==> config.mk <==
export PLATFORM = sky130hd
export DESIGN_NAME = fuse_logic_array
export DESIGN_NICKNAME = d
export VERILOG_FILES = /design/src/rtl/fla_pkg.sv /design/src/rtl/fla_cfg_ctrl.sv /design/src/rtl/fla_array_dp.sv /design/src/rtl/fuse_logic_array.sv
export SDC_FILE = /design/constraint.sdc
export NUM_CORES = 2
export LEC_CHECK = 0
export ABC_CLOCK_PERIOD_IN_PS = 6500
export BUFFER_PORTS_ARGS = -buffer_cell sky130_fd_sc_hd__buf_2
export CORE_MARGIN = 4
export CORE_UTILIZATION = 55
export DETAILED_ROUTE_END_ITERATION = 10
export PLACE_DENSITY = 0.75
export SYNTH_ARGS = -nofsm -noshare
export SYNTH_HDL_FRONTEND = slang
export SYNTH_SLANG_ARGS = --single-unit
==> constraint.sdc <==
create_clock -name clk -period 6.5 [get_ports clk]
set_clock_uncertainty 0.05 [all_clocks]
set_input_delay 0.325 -clock clk [delete_from_list [all_inputs] [get_ports clk]]
set_output_delay 0.325 -clock clk [all_outputs]
set_load 0.01 [all_outputs]
==> src/rtl/fla_pkg.sv <==
package fla_pkg;
  localparam int PAIRS        = 16;
  localparam int ROW_BITS     = 2 * PAIRS;
  localparam int ROWS_PER_OUT = 8;
  localparam int OUTS         = 8;
  localparam int ROWS         = ROWS_PER_OUT * OUTS;
  localparam int FUSES        = ROWS * ROW_BITS;
  localparam int DED          = 10;
  localparam int FB           = 6;

  typedef struct packed {
    logic shiftEn;
    logic loaded;
  } fla_strobe_t;
endpackage

==> src/rtl/fla_cfg_ctrl.sv <==
module fla_cfg_ctrl
  import fla_pkg::*;
#(
  parameter int NFUSE = FUSES
) (
  input  logic        clk,
  input  logic        rstN,
  input  logic        cfgValid,
  output fla_strobe_t strb
);
  localparam int CNT_W = $clog2(NFUSE + 1);
  localparam logic [CNT_W-1:0] LAST = CNT_W'(NFUSE);

  logic [CNT_W-1:0] bitCnt;
  logic             full;

  assign full         = (bitCnt == LAST);
  assign strb.loaded  = full;
  assign strb.shiftEn = cfgValid && !full;

  always_ff @(posedge clk) begin
    if (!rstN)             bitCnt <= '0;
    else if (strb.shiftEn) bitCnt <= bitCnt + 1'b1;
  end

  // counter never runs past the map size
  p_count_bound_r2: assert property (@(posedge clk) disable iff (!rstN)
    bitCnt <= LAST);
  // completion appears only right after an accepted bit
  p_done_after_shift_r2: assert property (@(posedge clk) disable iff (!rstN)
    $rose(strb.loaded) |-> $past(strb.shiftEn));
  // completion is sticky
  p_done_sticky_r3: assert property (@(posedge clk) disable iff (!rstN)
    strb.loaded |=> strb.loaded);
endmodule

==> src/rtl/fla_array_dp.sv <==
module fla_array_dp
  import fla_pkg::*;
#(
  parameter int NOUT  = OUTS,
  parameter int RPO   = ROWS_PER_OUT,
  parameter int NPAIR = PAIRS
) (
  input  logic              clk,
  input  logic              rstN,
  input  fla_strobe_t       strb,
  input  logic              cfgBit,
  input  logic [DED-1:0]    dedIn,
  input  logic [FB-1:0]     fbPinIn,
  output logic [NOUT-1:0]   outN,
  output logic [NOUT-1:0]   outEn
);
  localparam int RBITS = 2 * NPAIR;
  localparam int NROW  = NOUT * RPO;
  localparam int NFUSE = NROW * RBITS;

  logic [NFUSE-1:0] fuseMap;
  logic [NOUT-1:0]  outQ, enQ;
  logic [FB-1:0]    fbSel;
  logic [NPAIR-1:0] lit;
  logic [RBITS-1:0] litVec;
  logic [NROW-1:0]  rowTrue;
  logic [NOUT-1:0]  enTerm, sumOr;

  // Serial fill: first bit ends up at address 0 after the final shift
  always_ff @(posedge clk) begin
    if (!rstN)             fuseMap <= '0;
    else if (strb.shiftEn) fuseMap <= {cfgBit, fuseMap[NFUSE-1:1]};
  end

  // Settle stage for feedback columns
  always_ff @(posedge clk) begin
    if (!rstN) begin
      outQ <= '1;
      enQ  <= '0;
    end else begin
      outQ <= outN;
      enQ  <= outEn;
    end
  end

  for (genvar k = 0; k < FB; k++) begin : g_fb
    assign fbSel[k] = enQ[k+1] ? outQ[k+1] : fbPinIn[k];
  end

  // Interleaved column order: even pairs walk pins 2..9, odd pairs
  // take pin 1, the six feedback pins, then pin 11.
  for (genvar p = 0; p < NPAIR; p++) begin : g_col
    if (p % 2 == 0) begin : g_even
      assign lit[p] = dedIn[p/2 + 1];
    end else if (p == 1) begin : g_first
      assign lit[p] = dedIn[0];
    end else if (p == NPAIR - 1) begin : g_last
      assign lit[p] = dedIn[DED-1];
    end else begin : g_fbcol
      assign lit[p] = fbSel[(p-3)/2];
    end
    assign litVec[2*p]   = lit[p];
    assign litVec[2*p+1] = ~lit[p];
  end

  for (genvar r = 0; r < NROW; r++) begin : g_row
    assign rowTrue[r] = &(fuseMap[r*RBITS +: RBITS] | litVec);
  end

  for (genvar j = 0; j < NOUT; j++) begin : g_out
    assign enTerm[j] = rowTrue[j*RPO];
    assign sumOr[j]  = |rowTrue[j*RPO+1 +: RPO-1];
  end

  assign outN  = strb.loaded ? ~sumOr : '1;
  assign outEn = strb.loaded ? enTerm : '0;

  // map frozen after loading
  p_map_frozen_r3: assert property (@(posedge clk) disable iff (!rstN)
    strb.loaded |=> $stable(fuseMap));
  // no enable before the map is complete
  p_hold_off_r4: assert property (@(posedge clk) disable iff (!rstN)
    (|enQ) |-> $past(strb.loaded));
endmodule

==> src/rtl/fuse_logic_array.sv <==
module fuse_logic_array
  import fla_pkg::*;
(
  input  logic            clk,
  input  logic            rstN,
  input  logic            cfgValid,
  input  logic            cfgBit,
  output logic            cfgDone,
  input  logic [DED-1:0]  dedIn,
  input  logic [FB-1:0]   fbPinIn,
  output logic [OUTS-1:0] outN,
  output logic [OUTS-1:0] outEn
);
  fla_strobe_t strb;

  fla_cfg_ctrl #(.NFUSE(FUSES)) u_ctrl (
    .clk(clk), .rstN(rstN), .cfgValid(cfgValid), .strb(strb)
  );

  fla_array_dp #(.NOUT(OUTS), .RPO(ROWS_PER_OUT), .NPAIR(PAIRS)) u_dp (
    .clk(clk), .rstN(rstN), .strb(strb), .cfgBit(cfgBit),
    .dedIn(dedIn), .fbPinIn(fbPinIn), .outN(outN), .outEn(outEn)
  );

  assign cfgDone = strb.loaded;

  // an enabled output implies a complete map
  p_enable_needs_done_r4: assert property (@(posedge clk) disable iff (!rstN)
    (|outEn) |-> cfgDone);
endmodule

==> flow_metrics.tcl <==
set metrics [dict create \
    status "complete, no violations" \
    path_class "flip-flop to output pin" \
    clock_sinks 2072 \
    row_count 147 \
    p_seq_share_pct 48.5 \
    p_switching_mw 5.92 \
    min_period_ns 4.48 \
    slew_headroom_pct 16.0 \
    areaGrowthSynthToFinish_pct 8.62 \
    via_count 69100 \
    place_hpwl_mm 120 \
    postCtsSetupBuffers 0 \
    totalWireLength_mm 213 \
    final_cell_mix "nand2_1 (4110), dfxtp_1 (2072), a21boi_0 (2049)" \
    cts_root_buf "clkbuf_16" \
    viasPerCell 5.55 \
    cts_buffers 207 \
    clock_power_share_pct 46.8 \
    yosysTopAreaCellShare_pct 46.6 \
    p_sw_share_pct 22.6 \
    crit_path_max_fanout 28 \
    worstPathRequired_ns 6.12 \
    critPathLaunchType "flip-flop" \
    max_freq_ghz 0.223 \
    synthesis.nets 10600 \
    synth_area_sq_um 89000 \
    setup_viol 0 \
    finalCritPeriodShare_pct 68.9 \
    grt_overflow_total 0 \
    fp.dieW_um 410 \
    die_area_sq_um 168000 \
    syn_area_per_cell_sq_um 8.41 \
    rsz0062_at_grt "false" \
    synth_seq_area_share_pct 46.6 \
    antenna_found_initial 3 \
    drv_cap 0 \
    ys_ff_latch 2072 \
    post_cts_resized 0 \
    synth.distinct_cells 27 \
    yosys.area.top_type "dfxtp_1" \
    final_nets 10100 \
    num_antenna_cells 0 \
    power.internal_mw 20.3 \
    ys_warn_count 0 \
    die_y_um 410 \
    synth.area.top_cells "dfxtp_1 (47%), nand2_1 (17%), a21boi_0 (17%)" \
    dp_slack_ns 2.74 \
    dr.pass1.iters 5 \
    powerDensity_nw_per_um2 271 \
    core_area_sq_um 161000 \
    track_usage_pct 24.3 \
    postSynthCellCount 10600 \
    drt-initial-drc-count 5992 \
    grt_pass1_vias 64600 \
    gp_congestion 0.808 \
    worst_slack_ns 2.02 \
    final_common_cell "nand2_1" \
    cp.arrival_ns 4.10 \
    fillers 13800 \
    grt_max_degree 296 \
    path_clk_slew_ns 0.06 \
    start_util_pct 55.3 \
    placed_cells 12100 \
    min_path_type "primary input to flip-flop" \
    drive_gt1_share_pct 4.63 \
    final_cells 12500 \
    route.detailed.drc 0 \
    peakVddDrop_v 0.000260 \
    cellLeakagePower_nw 31.7 \
    hold_viol 0 \
    clk_path_buf_depth 3 \
    grt_pass1_wl_mm 341 \
    critPathCaptureType "output pin" \
    worstMarginPinSlew_ns 1.26 \
    cts_tree "yes" \
    io_pins 37 \
    clock_latency_ns 0.83 \
    wl_per_cell_um 17.1 \
    cts_max_level 4 \
    io_buffers 36 \
    final_antenna_net_count 0 \
    combPwrFrac_pct 4.8 \
    slew_viol_final 0 \
    setup_tns_ns 0 \
]
==> synth_stat cells <==
cell type,count
a2111oi_0,3
a21boi_0,2049
and2_1,19
and3_1,2
and4_1,1
buf_1,4
buf_2,439
buf_4,25
buf_6,2
clkbuf_1,333
dfxtp_1,2072
ha_1,2
inv_1,3
mux2_2,3
mux2i_1,973
nand2_1,4111
nand3_1,14
nand4_1,70
nor2_1,163
nor3_1,9
nor4_1,179
nor4_2,4
nor4b_1,2
o21ai_0,14
or4_1,68
xnor2_1,9
xor2_1,2
==> kinds of logic after synthesis <==
logic type               after synthesis  synth area share (%)
AO/OA/AOI/OAI                       2066                  17.4
XOR/XNOR                              11                 0.108
adder cells (fa/ha/maj)                2                0.0281
buffers and inverters                806                  4.14
flip-flops                          2072                  46.6
multiplexers                         976                  11.0
AND/OR/NAND/NOR                     4642                  20.7
==> power by group through the flow <==
stage / Sequential, mW / Combinational [mW] / Clock [mW]
floorplan: 13.0 / 0.906 / 0
global placement: 13.0 / 1.23 / 0
detailed placement: 13.0 / 1.24 / 0
CTS: 12.7 / 1.24 / 12.4
global route: 12.7 / 1.31 / 13.0
finish: 12.7 / 1.25 / 12.3
==> worst max-delay path, stage by stage (launching register included) <==
cell and delay (ns):
dfxtp_1 0.37, mux2i_4 0.81, buf_12 0.41, mux2i_1 0.26
nor4_1 0.09, nand4_1 0.12, nand4_1 0.20, o21ai_0 0.72
buf_2 0.27
==> path summary, 6_finish.rpt <==
check	slack, ns	endpoint	start	cells past startpoint
setup / recovery	2.02	outN[4]	u_dp.enQ[1]	8
hold reg to reg	0.41	u_dp.fuseMap[1390]	u_dp.fuseMap[1391]	2
hold / removal	0.28	u_dp.enQ[3]	fbPinIn[2]	7
setup reg to reg	2.83	u_dp.outQ[5]	u_dp.enQ[1]	7
==> timing repair <==
item / in CTS / in global routing
hold endpoints to repair: 46 / 0
hold buffers: 3 / 0
endpoints found under the setup margin: 0 / 0
==> layout make-up <==
cell class	count	area (sq um)	area share, %
multi-input cells	7697	43900	45.4
flip-flops and latches	2072	41500	42.9
clock buffers	320	6270	6.49
well taps	2160	2700	2.80
repair buffers	137	1460	1.51
clock inverters	62	803	0.831
inverters	3	11.3	0.0117
==> registers in the layout, indices dropped and copies added (netlist names) <==
name	cells
u_dp.outQ	6
u_dp.enQ	6
u_ctrl.bitCnt	12
u_dp.fuseMap	2048
==> metrics by stage <==
step / power (mW) / util, % / hold slack (ns) / instance area (sq um)
finish: 26.2 / 60.1 / 0.276 / 96600
global route: 27.0 / 60.1 / 0.304 / 96600
CTS: 26.4 / 60.1 / 0.232 / 96600
detailed placement: 14.2 / 55.7 / 0.414 / 89500
global placement: 14.2 / 55.7 / 0.403 / 89500
floorplan: 13.9 / - / 0.393 / 89000
==> metal layers <==
metal | wire [um] | global-route usage, %
met4 | 5670 | 6.97
met1 | 97200 | 33.2
met3 | 9650 | 3.21
met5 | 31 | 0
met2 | 101000 | 40.4
(Power assumes the default switching activity.)
